### config.mk
export PLATFORM = sky130hd
export DESIGN_NAME = sio_regfront
export DESIGN_NICKNAME = d
export VERILOG_FILES = /design/src/rtl/sio_pkg.sv /design/src/rtl/sio_fifo.sv /design/src/rtl/sio_maskreg.sv /design/src/rtl/sio_regbank.sv /design/src/rtl/sio_regfront.sv
export SDC_FILE = /design/constraint.sdc
export NUM_CORES = 1
export LEC_CHECK = 0
export ABC_AREA = 1
export BUFFER_PORTS_ARGS = -buffer_cell sky130_fd_sc_hd__buf_2
export CAP_MARGIN = 20
export CORE_UTILIZATION = 54
export DETAILED_ROUTE_END_ITERATION = 10
export GPL_ROUTABILITY_DRIVEN = 0
export HOLD_SLACK_MARGIN = 0.05
export PLACE_DENSITY = 0.81
export SKIP_LAST_GASP = 1
export SYNTH_ARGS = -nofsm -noshare
export SYNTH_HDL_FRONTEND = slang
export SYNTH_SLANG_ARGS = --single-unit
export TNS_END_PERCENT = 10
### constraint.sdc
create_clock -name clk -period 2 [get_ports clk]
set_input_delay 0.1 -clock clk [delete_from_list [all_inputs] [get_ports clk]]
set_output_delay 0.1 -clock clk [all_outputs]
set_load 0.1 [all_outputs]
### src/rtl/sio_pkg.sv
package sio_pkg;

    localparam int ADDR_W = 8;
    localparam int DATA_W = 32;
    localparam int BYTE_W = 8;
    localparam int LANES  = DATA_W / BYTE_W;

    typedef logic [DATA_W-1:0] word_t;
    typedef logic [LANES-1:0]  lane_t;
    typedef logic [BYTE_W-1:0] byte_t;

    typedef enum logic [3:0] {
        SEL_LCTL,
        SEL_LSTAT,
        SEL_IEN,
        SEL_ISTAT,
        SEL_FCTL,
        SEL_BDIV,
        SEL_TXD,
        SEL_RXD,
        SEL_NONE
    } reg_sel_e;

    typedef struct packed {
        logic     req;
        logic     wr;
        reg_sel_e sel;
        lane_t    ben;
        word_t    wdata;
    } bus_cmd_t;

    // word indices inside the window
    localparam int IDX_LCTL  = 0;
    localparam int IDX_LSTAT = 1;
    localparam int IDX_IEN   = 2;
    localparam int IDX_ISTAT = 3;
    localparam int IDX_FCTL  = 4;
    localparam int IDX_BDIV  = 5;
    localparam int IDX_TXD   = 8;
    localparam int IDX_RXD   = 12;

    // writable-bit masks and reset images
    localparam word_t MASK_LCTL  = 32'hE17F_0000;
    localparam word_t MASK_IEN   = 32'h000F_0000;
    localparam word_t MASK_FCTL  = 32'h001F_0000;
    localparam word_t MASK_BDIV  = 32'h03FF_0000;
    localparam word_t MASK_ISTAT = 32'h0007_0000;
    localparam word_t RST_LCTL   = 32'h4000_0000;
    localparam word_t RST_BDIV   = 32'h03FF_0000;

    // bit positions
    localparam int FLAG_RX   = 16;
    localparam int FLAG_TX   = 17;
    localparam int FLAG_ERR  = 18;
    localparam int IEN_DMA   = 19;
    localparam int FC_EN     = 16;
    localparam int FC_RXRST  = 17;
    localparam int FC_TXRST  = 18;
    localparam int LS_OVF    = 0;

    // plain masked control registers, built by a generate loop
    localparam int N_PLAIN    = 4;
    localparam int PIDX_LCTL  = 0;
    localparam int PIDX_IEN   = 1;
    localparam int PIDX_FCTL  = 2;
    localparam int PIDX_BDIV  = 3;
    localparam reg_sel_e PLAIN_SEL  [N_PLAIN] = '{SEL_LCTL, SEL_IEN, SEL_FCTL, SEL_BDIV};
    localparam word_t    PLAIN_MASK [N_PLAIN] = '{MASK_LCTL, MASK_IEN, MASK_FCTL, MASK_BDIV};
    localparam word_t    PLAIN_RST  [N_PLAIN] = '{RST_LCTL, 32'h0, 32'h0, RST_BDIV};

    function automatic reg_sel_e decode(input logic [ADDR_W-1:0] addr);
        logic [ADDR_W-1:0] idx;
        idx = addr >> 2;
        case (int'(idx))
            IDX_LCTL:  return SEL_LCTL;
            IDX_LSTAT: return SEL_LSTAT;
            IDX_IEN:   return SEL_IEN;
            IDX_ISTAT: return SEL_ISTAT;
            IDX_FCTL:  return SEL_FCTL;
            IDX_BDIV:  return SEL_BDIV;
            IDX_TXD:   return SEL_TXD;
            IDX_RXD:   return SEL_RXD;
            default:   return SEL_NONE;
        endcase
    endfunction

    // expand lane enables into a bit mask (lane 0 = most significant byte)
    function automatic word_t lane_bits(input lane_t ben);
        word_t m;
        m = '0;
        for (int i = 0; i < LANES; i++) begin
            m[DATA_W-1-BYTE_W*i -: BYTE_W] = {BYTE_W{ben[i]}};
        end
        return m;
    endfunction

    function automatic word_t lane_merge(input word_t old, input word_t wd, input lane_t ben);
        word_t m;
        m = lane_bits(ben);
        return (old & ~m) | (wd & m);
    endfunction

endpackage

### src/rtl/sio_fifo.sv
module sio_fifo #(
    parameter int DEPTH = 16,
    parameter int WIDTH = 8
) (
    input  logic             clk,
    input  logic             rst,
    input  logic             clr,
    input  logic             push,
    input  logic [WIDTH-1:0] din,
    input  logic             pop,
    output logic [WIDTH-1:0] dout,
    output logic             empty,
    output logic             full
);
    localparam int PTR_W = (DEPTH > 1) ? $clog2(DEPTH) : 1;
    localparam int CNT_W = $clog2(DEPTH + 1);
    localparam logic [PTR_W-1:0] PTR_LAST = PTR_W'(DEPTH - 1);
    localparam logic [CNT_W-1:0] CNT_FULL = CNT_W'(DEPTH);

    logic [WIDTH-1:0] mem_q [DEPTH];
    logic [PTR_W-1:0] wr_ptr_q, rd_ptr_q;
    logic [CNT_W-1:0] cnt_q;
    logic             do_push, do_pop;

    assign empty   = (cnt_q == '0);
    assign full    = (cnt_q == CNT_FULL);
    assign do_push = push && !full;
    assign do_pop  = pop && !empty;
    assign dout    = mem_q[rd_ptr_q];

    always_ff @(posedge clk) begin
        if (rst || clr) begin
            wr_ptr_q <= '0;
            rd_ptr_q <= '0;
            cnt_q    <= '0;
        end else begin
            if (do_push) wr_ptr_q <= (wr_ptr_q == PTR_LAST) ? '0 : wr_ptr_q + 1'b1;
            if (do_pop)  rd_ptr_q <= (rd_ptr_q == PTR_LAST) ? '0 : rd_ptr_q + 1'b1;
            case ({do_push, do_pop})
                2'b10:   cnt_q <= cnt_q + 1'b1;
                2'b01:   cnt_q <= cnt_q - 1'b1;
                default: cnt_q <= cnt_q;
            endcase
        end
    end

    always_ff @(posedge clk) begin
        if (do_push && !clr) mem_q[wr_ptr_q] <= din;
    end

endmodule

### src/rtl/sio_maskreg.sv
module sio_maskreg import sio_pkg::*; #(
    parameter word_t MASK = '0,
    parameter word_t RSTV = '0
) (
    input  logic  clk,
    input  logic  rst,
    input  logic  wr,
    input  lane_t ben,
    input  word_t wdata,
    output word_t q
);
    always_ff @(posedge clk) begin
        if (rst)     q <= RSTV & MASK;
        else if (wr) q <= lane_merge(q, wdata, ben) & MASK;
    end
endmodule

### src/rtl/sio_regbank.sv
module sio_regbank import sio_pkg::*; (
    input  logic     clk,
    input  logic     rst,
    input  bus_cmd_t cmd,
    input  logic     rx_nonempty,
    input  logic     tx_empty,
    input  logic     ovf_evt,
    output word_t    lctl_q,
    output word_t    lstat_q,
    output word_t    ien_q,
    output word_t    istat_q,
    output word_t    fctl_q,
    output word_t    bdiv_q,
    output logic     rx_clr,
    output logic     tx_clr,
    output logic     irq
);
    word_t plain_q [N_PLAIN];
    logic  wr_any;
    logic  fc_wr;
    word_t fc_next;
    word_t istat_d;

    assign wr_any = cmd.req && cmd.wr;

    for (genvar g = 0; g < N_PLAIN; g++) begin : g_plain
        sio_maskreg #(
            .MASK (PLAIN_MASK[g]),
            .RSTV (PLAIN_RST[g])
        ) u_reg (
            .clk   (clk),
            .rst   (rst),
            .wr    (wr_any && (cmd.sel == PLAIN_SEL[g])),
            .ben   (cmd.ben),
            .wdata (cmd.wdata),
            .q     (plain_q[g])
        );
    end

    assign lctl_q = plain_q[PIDX_LCTL];
    assign ien_q  = plain_q[PIDX_IEN];
    assign fctl_q = plain_q[PIDX_FCTL];
    assign bdiv_q = plain_q[PIDX_BDIV];

    // FIFO resets look at the word as it stands after this write
    assign fc_wr   = wr_any && (cmd.sel == SEL_FCTL);
    assign fc_next = lane_merge(fctl_q, cmd.wdata, cmd.ben) & MASK_FCTL;
    assign rx_clr  = fc_wr && fc_next[FC_EN] && fc_next[FC_RXRST];
    assign tx_clr  = fc_wr && fc_next[FC_EN] && fc_next[FC_TXRST];

    // status flags: software clear first, hardware set wins
    always_comb begin
        istat_d = istat_q;
        if (wr_any && (cmd.sel == SEL_ISTAT)) begin
            istat_d = istat_q & (~lane_bits(cmd.ben) | cmd.wdata) & MASK_ISTAT;
        end
        if (rx_nonempty) istat_d[FLAG_RX]  = 1'b1;
        if (tx_empty)    istat_d[FLAG_TX]  = 1'b1;
        if (ovf_evt)     istat_d[FLAG_ERR] = 1'b1;
    end

    always_ff @(posedge clk) begin
        if (rst) istat_q <= '0;
        else     istat_q <= istat_d;
    end

    always_ff @(posedge clk) begin
        if (rst)          lstat_q <= '0;
        else if (ovf_evt) lstat_q[LS_OVF] <= 1'b1;
    end

    assign irq = |(istat_q[FLAG_ERR:FLAG_RX] & ien_q[FLAG_ERR:FLAG_RX]);

endmodule

### src/rtl/sio_regfront.sv
module sio_regfront import sio_pkg::*; #(
    parameter int FIFO_DEPTH = 16
) (
    input  logic              clk,
    input  logic              rst,
    input  logic              bus_req,
    input  logic              bus_wr,
    input  logic [ADDR_W-1:0] bus_addr,
    input  logic [LANES-1:0]  bus_ben,
    input  logic [DATA_W-1:0] bus_wdata,
    output logic [DATA_W-1:0] bus_rdata,
    output logic              irq,
    output logic              tx_out_valid,
    output logic [BYTE_W-1:0] tx_out_data,
    input  logic              tx_out_ready,
    input  logic              rx_in_valid,
    input  logic [BYTE_W-1:0] rx_in_data
);
    bus_cmd_t cmd;
    word_t    lctl_q, lstat_q, ien_q, istat_q, fctl_q, bdiv_q;
    logic     rx_clr, tx_clr;
    logic     tx_push_req, tx_pop, tx_empty, tx_full;
    logic     rx_pop_req, rx_empty, rx_full;
    byte_t    rx_head;
    logic     ovf_evt;
    word_t    rd_word;
    word_t    rdata_q;

    assign cmd.req   = bus_req;
    assign cmd.wr    = bus_wr;
    assign cmd.sel   = decode(bus_addr);
    assign cmd.ben   = bus_ben;
    assign cmd.wdata = bus_wdata;

    assign tx_push_req = cmd.req && cmd.wr && (cmd.sel == SEL_TXD) && cmd.ben[0];
    assign rx_pop_req  = cmd.req && !cmd.wr && (cmd.sel == SEL_RXD) && cmd.ben[0];
    assign ovf_evt     = (tx_push_req && tx_full) || (rx_in_valid && rx_full);

    sio_regbank u_regs (
        .clk         (clk),
        .rst         (rst),
        .cmd         (cmd),
        .rx_nonempty (!rx_empty),
        .tx_empty    (tx_empty),
        .ovf_evt     (ovf_evt),
        .lctl_q      (lctl_q),
        .lstat_q     (lstat_q),
        .ien_q       (ien_q),
        .istat_q     (istat_q),
        .fctl_q      (fctl_q),
        .bdiv_q      (bdiv_q),
        .rx_clr      (rx_clr),
        .tx_clr      (tx_clr),
        .irq         (irq)
    );

    sio_fifo #(.DEPTH(FIFO_DEPTH), .WIDTH(BYTE_W)) u_txq (
        .clk   (clk),
        .rst   (rst),
        .clr   (tx_clr),
        .push  (tx_push_req),
        .din   (cmd.wdata[DATA_W-1 -: BYTE_W]),
        .pop   (tx_pop),
        .dout  (tx_out_data),
        .empty (tx_empty),
        .full  (tx_full)
    );

    assign tx_out_valid = !tx_empty;
    assign tx_pop       = tx_out_valid && tx_out_ready;

    sio_fifo #(.DEPTH(FIFO_DEPTH), .WIDTH(BYTE_W)) u_rxq (
        .clk   (clk),
        .rst   (rst),
        .clr   (rx_clr),
        .push  (rx_in_valid),
        .din   (rx_in_data),
        .pop   (rx_pop_req),
        .dout  (rx_head),
        .empty (rx_empty),
        .full  (rx_full)
    );

    always_comb begin
        case (cmd.sel)
            SEL_LCTL:  rd_word = lctl_q;
            SEL_LSTAT: rd_word = lstat_q;
            SEL_IEN:   rd_word = ien_q;
            SEL_ISTAT: rd_word = istat_q;
            SEL_FCTL:  rd_word = fctl_q;
            SEL_BDIV:  rd_word = bdiv_q;
            SEL_RXD:   rd_word = (rx_pop_req && !rx_empty) ? {rx_head, {(DATA_W-BYTE_W){1'b0}}} : '0;
            default:   rd_word = '0;
        endcase
    end

    always_ff @(posedge clk) begin
        if (rst)                    rdata_q <= '0;
        else if (cmd.req && !cmd.wr) rdata_q <= rd_word & lane_bits(cmd.ben);
        else                        rdata_q <= '0;
    end

    assign bus_rdata = rdata_q;

endmodule

==> metrics.txt, run 1 <==
synth top area cells edfxtp_1 (53%), dfxtp_1 (12%), nand2_1 (8.1%), nand3_1 (6.3%), nor2_1 (4.4%); worst-case vdd ir drop 779 uV; n_diodes 0; Worst-Margin Slew 0.939 ns; Synth Area in Compound Gates 0.0624; RSZ-0062 raised after global routing true; M1 WL 14000 um; crit-path cells buf_12, o21ai_0, o221ai_1, o211ai_1, nand2_1, buf_12; Worst slew margin 0.371; Lkg Pwr 6.77 nW; reg2reg path depth 16; number of synthesized flops with an enable pin 256; clock skew 0.0286 ns; most common cell after layout, fill and taps aside nand2_1; worst hold path cell count 6; Post-Syn Area 0.0145 mm2; GRT overflow 0; clock slew at reported path FFs 0.06 ns; MaxCap Viol Count 0; xor-xnor portion of the synthesized cell area 0.00845; outcome complete, but fails checks; Synth Register Bits 341; most used cell, CP buf_12; sum of negative setup slack -3.13 ns; Synth Area in Adders 0.0147; NumNets Final 1677; initial drt markers 1258; Slew Viols, Final 0; Clock Latency Late Sink 0.55 ns; post-route clock period utilization 1.10; row cnt 59; met3 wire len 2770 um; DIE AREA 0.0275 mm2; cell family with most CP delay compound AO/OA/AOI/OAI gates; worst setup margin -0.202 ns; initial antenna violation count 0; drt pass-1 iters 8; Max Fclk 454 MHz; top routing layer in use met4; Crit path required time 1.90 ns; vias in the first global route 10900; H-tree lvl count 2; failing checks DRC, setup timing; Syn. warnings 0; CTS tree built; min Tclk post-route 2.20 ns; I/O Buffers 65; Final Core Density 0.668; most frequent cells in the layout nand2_1 (311), edfxtp_1 (256), nand3_1 (178), nor2_1 (164), buf_4 (106); Num CTS Buffers 35; Seq/Total Area, Yosys 0.647; layout cells sized above 1 0.181; Global Route Usage Sum 0.258; wire length per cell 18.3 um; Yosys top cell area share 0.529; WL met2 18000 um; CP Buf/Inv Count 2; Die Ht 166 um; Worst path max stage delay 0.44 ns; Residual DRC 9; DPL Wire Length 21900 um; pwr/cell area 1020 mW/mm2; CP max stage cell dfxtp_4; Async S/R FF share, synth 0; mux cell area share after synthesis 0.00138; Final Setup Violations 72; via density per instance 5.72; critical path class reg2out; core area 0.0262 mm2; startpoint class of the critical path flop; DR vias 11200; Crit path arrival time 2.10 ns; largest family of logic cells by synthesized area simple AND/OR/NAND/NOR gates; simple-gate share of the synthesized area 0.215; Post-Route WL 35900 um; Synth Instances 1420; ys flop type edfxtp_1; Crit Reg-Reg Startpoint u_txq.cnt_q[0]; post-synth top area cell edfxtp_1; root buffer cell clkbuf_16; type of element capturing the critical path output port; Synth Area per Inst 10.2 um2; DIE WIDTH 166 um; Yosys cell types 41; largest net degree at the start of global routing 37; min-delay src bus_req; Worst Hold Class in2reg; first-pass GRT wire length 56000 um; Total Power 17.9 mW; DRT antenna net count 0; Max Buffers Root-to-Sink 3; r2r setup slk -0.06 ns; Hold EP u_regs.g_plain[2].u_reg.q[17]; # IOs 100; area delta synth->final 20.6%; r2r endpoint u_txq.cnt_q[4]; CTS Sinks 341; critical path peak fanout 28; endpoints failing hold 0; Initial Util 0.554
==> how the worst max path moves through the flow <==
| stage | start | endpoint | slack [ns] | cells past startpoint |
|---|---|---|---|---|
| floorplan | u_txq.cnt_q[3] | u_txq.cnt_q[4] | -1.01 | 15 |
| global placement | bus_addr[7] | u_txq.mem_q[0][3] | -0.10 | 9 |
| detailed placement | bus_addr[2] | u_txq.mem_q[0][7] | -0.25 | 8 |
| CTS | flop | tx_out_data[6] | -0.13 | 6 |
| global route | flop | tx_out_data[0] | -0.22 | 7 |
| finish | flop | tx_out_data[6] | -0.20 | 6 |
==> power by group <==
group | total, mW | internal [mW] | switching (mW) | leakage [nW]
registers | 7.84 | 7.73 | 0.112 | 3.00
logic | 3.90 | 1.40 | 2.50 | 3.24
clock network | 6.14 | 3.35 | 2.79 | 0.529
==> logic make-up (layout without fill, tap and decap cells) <==
logic type	count (synthesis)	in the layout
AND/OR/NAND/NOR	719	719
other	1	15
buffers and inverters	172	365
adder cells (fa/ha/maj)	17	17
XOR/XNOR	14	14
multiplexers	2	2
AO/OA/AOI/OAI	154	154
flip-flops	341	341
==> worst reg2reg max path, stage by stage (launching register included) <==
cell and delay (ns):
dfxtp_2 0.32, nor2_2 0.12, buf_4 0.12, nand4_1 0.13
nand2_1 0.13, inv_2 0.06, ha_4 0.19, xor2_2 0.18
ha_2 0.17, inv_2 0.04, nand2_2 0.05, nand3_2 0.09
nand2_1 0.06, nand2_1 0.06, nand2_1 0.05, a21boi_1 0.11
nor2_1 0.05
==> repair_timing <==
item | 4_1_cts | 5_1_grt
endpoints found under the setup margin | 53 | 158
hold buffers | 31 | 0
cloned | 0 | 1
pin swaps | 5 | 22
hold endpoints to repair | 293 | 0
buffers inserted | 1 | 4
gates resized for setup | 20 | 34
==> per-layer routing <==
| layer | vias up | track usage |
|---|---|---|
| met3 | 103 | 0.0377 |
| met4 | 0 | 0.105 |
| met1 | 5347 | 0.326 |
| met2 | 551 | 0.446 |
| met5 | - | 0 |
| li1 | 5225 | - |
==> through the flow <==
stage	hold WS (ns)	area (um2)	setup slack (ns)	std cells
6_report	0.123	17500	-0.202	1962
5_1_grt	0.143	17500	-0.216	1962
3_3_place_gp	0.299	15900	-0.102	1863
2_1_floorplan	0.199	14600	-1.01	1434
3_5_place_dp	0.325	15900	-0.254	1863
4_1_cts	0.104	17400	-0.132	1957
==> final cells by class <==
type	instances	area, um2
Tap cell	335	419
Multi-Input combinational cell	921	4570
Timing Repair Buffer	211	1700
Fill cell	1803	8690
Sequential cell	341	9400
Inverter	92	353
Clock inverter	18	146
Clock buffer	44	930
==> synth_stat cells, drive strengths merged (9+ instances only) <==
| library cell | number |
|---|---|
| a21oi | 28 |
| inv | 91 |
| o221ai | 23 |
| o211ai | 9 |
| nand4 | 22 |
| xor2 | 12 |
| o21ai | 80 |
| dfxtp | 85 |
| ha | 17 |
| buf | 30 |
| clkbuf | 50 |
| edfxtp | 256 |
| nor2 | 180 |
| nand2 | 321 |
| nand3 | 186 |
| o22ai | 9 |
Note: power is estimated with default switching activity, not from simulation.
==> run 2, diff against run 1 <==
--- a/config.mk
+++ b/config.mk
@@ -8,11 +8,12 @@
 export ABC_AREA = 1
 export BUFFER_PORTS_ARGS = -buffer_cell sky130_fd_sc_hd__buf_2
 export CAP_MARGIN = 20
-export CORE_UTILIZATION = 54
+export CORE_UTILIZATION = 57
+export CTS_BUF_LIST = sky130_fd_sc_hd__clkbuf_4
 export DETAILED_ROUTE_END_ITERATION = 10
 export GPL_ROUTABILITY_DRIVEN = 0
 export HOLD_SLACK_MARGIN = 0.05
-export PLACE_DENSITY = 0.81
+export PLACE_DENSITY = 0.85
 export SKIP_LAST_GASP = 1
 export SYNTH_ARGS = -nofsm -noshare
 export SYNTH_HDL_FRONTEND = slang
==> run 2 against run 1 <==
  * Highest routed layer unchanged
  * Clock power shrank 1%
  * Worst setup slack got worse by 0.24 ns
  * Critical path type unchanged
  * Core utilization up 3.6 points
  * Sequential power is essentially flat
  * Die area down 5.2%
  * Total power is 2.3% higher
  * Hold slack got worse by 0.011 ns
  * The flow finishes with violations (setup timing)
  * Final cell count increased by 3.2%
==> metrics.txt, run 2 (synthesis results as in run 1) <==
worst setup margin -0.447 ns (was -0.202 ns); root buffer cell clkbuf_4 (was clkbuf_16); Max Buffers Root-to-Sink 3 (unchanged); wire length per cell 19.3 um (was 18.3 um); row cnt 58 (was 59); H-tree lvl count 3 (was 2); r2r endpoint u_txq.cnt_q[4] (unchanged); DPL Wire Length 23300 um (was 21900 um); endpoints failing hold 0 (unchanged); DIE AREA 0.0261 mm2 (was 0.0275 mm2); clock skew 0.0463 ns (was 0.0286 ns); Num CTS Buffers 85 (was 35); Hold EP u_regs.g_plain[2].u_reg.q[17] (unchanged); Worst Hold Class in2reg (unchanged); Worst-Margin Slew 0.936 ns (was 0.939 ns); layout cells sized above 1 0.223 (was 0.181); RSZ-0062 raised after global routing true (unchanged); Initial Util 0.578 (was 0.554); core area 0.0251 mm2 (was 0.0262 mm2); Crit path required time 1.90 ns (about the same); drt pass-1 iters 6 (was 8); critical path class reg2out (unchanged); post-route non-filler standard cell count 2025 (was 1962); MaxCap Viol Count 0 (unchanged); initial drt markers 1297 (was 1258); Crit Reg-Reg Startpoint u_txq.cnt_q[3] (was u_txq.cnt_q[0]); clock slew at reported path FFs 0.07 ns (was 0.06 ns); # IOs 100 (unchanged); most frequent cells in the layout nand2_1 (310), edfxtp_1 (256), nand3_1 (182), nor2_1 (146), clkbuf_4 (126) (was nand2_1 (311), edfxtp_1 (256), nand3_1 (178), nor2_1 (164), buf_4 (106)); vias in the first global route 12000 (was 10900); Crit path arrival time 2.35 ns (was 2.10 ns); reg2reg path depth 11 (was 16); Total Power 18.3 mW (was 17.9 mW); Post-Route WL 39100 um (was 35900 um); CTS tree built (unchanged); most common cell after layout, fill and taps aside nand2_1 (unchanged); critical path peak fanout 19 (was 28); failing checks setup timing (was DRC, setup timing); Residual DRC 0 (was 9); startpoint class of the critical path flop (unchanged); Min Hold Slack 0.112 ns (was 0.123 ns); min-delay src bus_addr[5] (was bus_req); Die Ht 162 um (was 166 um); pre-CTS WS -0.224 ns (was -0.254 ns); r2r setup slk -0.16 ns (was -0.06 ns); Global Route Usage Sum 0.299 (was 0.258); largest net degree at the start of global routing 65 (was 37); Lkg Pwr 6.90 nW (was 6.77 nW); Clock Latency Late Sink 0.72 ns (was 0.55 ns); post-route clock period utilization 1.22 (was 1.10); CTS Sinks 341 (unchanged); outcome complete, but fails checks (unchanged); type of element capturing the critical path output port (unchanged); Slew Viols, Final 0 (unchanged); initial antenna violation count 1 (was 0); GRT overflow 0 (unchanged); worst-case vdd ir drop 929 uV (was 779 uV); I/O Buffers 65 (unchanged); Worst slew margin 0.374 (was 0.371); pwr/cell area 1040 mW/mm2 (was 1020 mW/mm2); worst hold path cell count 7 (was 6); DIE WIDTH 162 um (was 166 um); NumNets Final 1710 (was 1677); placed insts 1830 (was 1863); min Tclk post-route 2.45 ns (was 2.20 ns); area delta synth->final 21.8% (was 20.6%); Final Setup Violations 53 (was 72); DR vias 12000 (was 11200); Max Fclk 409 MHz (was 454 MHz); first-pass GRT wire length 60600 um (was 56000 um); DRT antenna net count 0 (unchanged); via density per instance 5.94 (was 5.72); sum of negative setup slack -4.56 ns (was -3.13 ns)
[run 2: cell types whose count changed in the layout (fill, tap and decap cells not counted), sizes merged, moves of 3 or more]
cell         change
clkbuf          +83
dlygate4sd3      +6
buf             -25
bufinv           +3
[run 2: worst max path at each step]
stage / to
final: tx_out_data[5]
after global routing: tx_out_data[5]
after CTS: tx_out_data[3]
after detailed placement: u_txq.mem_q[7][7]
after global placement: u_txq.mem_q[7][4]
after floorplan: u_txq.cnt_q[4]
[run 2: report_power, final]
part	total (mW)	switching [mW]	internal, mW	leakage [nW]
clock network	6.07	2.81	3.27	0.662
registers	7.83	0.108	7.72	3.00
logic	4.40	2.74	1.66	3.24
[run 2: timing repair]
item,CTS,global route
resized for setup,40,43
pin swaps,23,16
cloned,4,2
hold endpoints to repair,310,4
setup buffers,4,1
hold buffers,37,1
endpoints found under the setup margin,61,280
[run 2: critical path, stage by stage, from the launching register on]
cell	delay, ns
dfxtp_4	0.39
buf_12	0.17
o21ai_0	0.25
o22ai_2	0.17
o211ai_1	0.28
nand2_1	0.18
buf_12	0.21
[run 2: cell type report]
cell class                 count  area, um2
fill                        1667       7430
tap                          330        413
sequential                   341       9400
multi-input combinational    921       4630
clock buffer                 126        946
antenna                        1       2.50
inverter                      92        360
timing repair buffer         194       1760
clock inverter                20        168
[run 2: metrics by stage]
stage               cell area (um2)   util
finish                        17700  0.704
global route                  17700  0.704
CTS                           17500  0.697
detailed placement            15800  0.627
global placement              15800  0.627
floorplan                     14600      -
[run 2: routing by layer]
metal / vias up / track usage / part of all wire
li1: 5337 / - / -
met2: 867 / 0.526 / 0.50
met4: 0 / 0.158 / 0.054
met5: - / 0 / 0
met3: 220 / 0.0583 / 0.093
met1: 5596 / 0.345 / 0.35
==> run 3, diff against run 2 <==
--- a/config.mk
+++ b/config.mk
@@ -8,14 +8,13 @@
 export ABC_AREA = 1
 export BUFFER_PORTS_ARGS = -buffer_cell sky130_fd_sc_hd__buf_2
 export CAP_MARGIN = 20
-export CORE_UTILIZATION = 57
+export CORE_UTILIZATION = 65
 export CTS_BUF_LIST = sky130_fd_sc_hd__clkbuf_4
 export DETAILED_ROUTE_END_ITERATION = 10
 export GPL_ROUTABILITY_DRIVEN = 0
 export HOLD_SLACK_MARGIN = 0.05
-export PLACE_DENSITY = 0.85
+export PLACE_DENSITY = 0.91
 export SKIP_LAST_GASP = 1
 export SYNTH_ARGS = -nofsm -noshare
 export SYNTH_HDL_FRONTEND = slang
 export SYNTH_SLANG_ARGS = --single-unit
-export TNS_END_PERCENT = 10
==> constraint.sdc (replaced) <==
create_clock -name clk -period 3.1 [get_ports clk]
set_input_delay 0.155 -clock clk [delete_from_list [all_inputs] [get_ports clk]]
set_output_delay 0.155 -clock clk [all_outputs]
set_load 0.1 [all_outputs]
==> run 3 against run 2 <==
  * The flow now finishes without violations
  * First-iteration DRC count is 27% higher
  * Routed wire length is 3.4% lower
  * Sequential share of layout area is 3.2 points higher
  * Die area is 12% lower
  * Global-route usage is 3.7 points higher
==> metrics.txt, run 3 (synthesis results as in run 1) <==
initial drt markers 1647 (was 1297); most frequent cells in the layout nand2_1 (315), edfxtp_1 (256), nand3_1 (182), nor2_1 (171), clkbuf_4 (122) (was nand2_1 (310), edfxtp_1 (256), nand3_1 (182), nor2_1 (146), clkbuf_4 (126)); DPL Wire Length 21000 um (was 23300 um); drt pass-1 iters 7 (was 6); initial antenna violation count 2 (was 1); Sequential Power Share 0.467 (was 0.428); DIE WIDTH 151 um (was 162 um); Setup Buffers After CTS 0 (was 4); Die Ht 151 um (was 162 um); Post-Route WL 37800 um (was 39100 um); post-route clock period utilization 0.957; Max Fclk 337 MHz; row cnt 54 (was 58); Gate power share 0.182 (was 0.240); via density per instance 6.13 (was 5.94); largest net degree at the start of global routing 65 (unchanged); Worst path max stage delay 0.45 ns (was 0.39 ns); WL met2 19200 um (was 19700 um); DIE AREA 0.0229 mm2 (was 0.0261 mm2); clock share of power 0.351 (was 0.332); sum of negative setup slack 0 ns (was -4.56 ns); outcome finished, final reports clean (was complete, but fails checks); vias in the first global route 11500 (was 12000); worst-case vdd ir drop 533 uV (was 929 uV); Crit Reg-Reg Startpoint u_rxq.cnt_q[0] (was u_txq.cnt_q[3]); Global Route Usage Sum 0.336 (was 0.299); met3 wire len 3640 um (was 3650 um); DR vias 11800 (was 12000); NumNets Final 1656 (was 1710); wire length per cell 19.7 um (was 19.3 um); clock skew 0.0516 ns (was 0.0463 ns); min-delay src bus_addr[7] (was bus_addr[5]); endpoints failing hold 0 (unchanged); first-pass GRT wire length 57800 um (was 60600 um); core area 0.0219 mm2 (was 0.0251 mm2); min Tclk post-route 2.97 ns; critical path class reg2out (unchanged); Max Buffers Root-to-Sink 3 (unchanged); Initial Util 0.663 (was 0.578); H-tree lvl count 3 (unchanged); layout cells sized above 1 0.165 (was 0.223); NetSw 3.38 mW (was 5.65 mW); # IOs 100 (unchanged); Worst slew margin 0.444 (was 0.374); P_int 7.43 mW (was 12.6 mW); MaxCap Viol Count 0 (unchanged); Residual DRC 0 (unchanged); GRT overflow 0 (unchanged); most common cell after layout, fill and taps aside nand2_1 (unchanged); CTS Sinks 341 (unchanged); critical path peak fanout 37 (was 19); Clock Latency Late Sink 0.72 ns (about the same); RSZ-0062 raised after global routing false (was true); Crit path arrival time 2.81 ns (was 2.35 ns); Worst-Margin Slew 0.831 ns (was 0.936 ns); Worst Hold Class in2reg (unchanged); clock slew at reported path FFs 0.10 ns (was 0.07 ns); switching share of power 0.313 (was 0.309); startpoint class of the critical path flop (unchanged); type of element capturing the critical path output port (unchanged); Crit path required time 2.94 ns (was 1.90 ns); Final Setup Violations 0 (was 53); CP max stage cell inv_2 (was dfxtp_4); DRT antenna net count 0 (unchanged); I/O Buffers 65 (unchanged); crit-path cells inv_2, o21ai_0, o221ai_1, o211ai_1, nand2_1, buf_2 (was buf_12, o21ai_0, o22ai_2, o211ai_1, nand2_1, buf_12); area delta synth->final 14.8% (was 21.8%); CTS tree built (unchanged); Lkg Pwr 6.48 nW (was 6.90 nW); root buffer cell clkbuf_4 (unchanged); M1 WL 12900 um (was 13600 um); Total Power 10.8 mW (was 18.3 mW); Slew Viols, Final 0 (unchanged); pwr/cell area 648 mW/mm2 (was 1040 mW/mm2); Num CTS Buffers 83 (was 85); top routing layer in use met5 (was met4)
-- run 3: repair_timing --
action                     CTS  global route
hold endpoints to repair   308             0
setup endpoints to repair    0             2
resized for setup            0             2
hold buffers                39             0
-- run 3: layout make-up --
cell class	count	area, um2
fill	1262	5230
inverter	92	349
clock inverter	25	150
sequential	341	9390
timing repair buffer	142	1050
tap	280	350
antenna	1	2.50
multi-input combinational	921	4460
clock buffer	122	916
-- run 3: final timing paths --
| kind | depth (start not counted) | slack, ns | to |
|---|---|---|---|
| setup / recovery | 6 | 0.13 | tx_out_data[1] |
| hold / removal | 6 | 0.13 | u_regs.g_plain[2].u_reg.q[17] |
| setup reg to reg | 15 | 0.71 | u_rxq.cnt_q[4] |
| hold reg to reg | 2 | 0.45 | flop |
-- run 3: power groups by stage --
| stage | Clock [mW] | Combinational [mW] | Sequential, mW |
|---|---|---|---|
| floorplan | 0 | 1.44 | 5.12 |
| global placement | 0 | 1.79 | 5.13 |
| detailed placement | 0 | 1.87 | 5.14 |
| CTS | 3.77 | 1.92 | 5.04 |
| global route | 4.02 | 2.10 | 5.05 |
| finish | 3.80 | 1.97 | 5.05 |
-- run 3: through the flow --
| stage | area [um2] | hold slack [ns] | instances | utilization | setup slack (ns) |
|---|---|---|---|---|---|
| 3_3_place_gp | 15200 | 0.360 | 1736 | 0.693 | 0.710 |
| 6_report | 16700 | 0.126 | 1924 | 0.761 | 0.133 |
| 5_1_grt | 16700 | 0.132 | 1924 | 0.761 | 0.00160 |
| 4_1_cts | 16600 | 0.0673 | 1922 | 0.760 | 0.0817 |
| 3_5_place_dp | 15200 | 0.362 | 1736 | 0.693 | 0.657 |
| 2_1_floorplan | 14600 | 0.254 | 1434 | - | 0.0141 |
-- run 3: critical path, delay by kind of cell, from the launching register on --
kind            cells  cell delay, ns
compound gates      3            0.80
buf+inv             2            0.87
simple gates        1            0.10
flops               1            0.33
-- run 3: metal layers --
metal,up-vias,GRT usage
met5,-,0
met2,839,0.574
met1,5510,0.387
li1,5224,-
met4,2,0.208
met3,214,0.0689
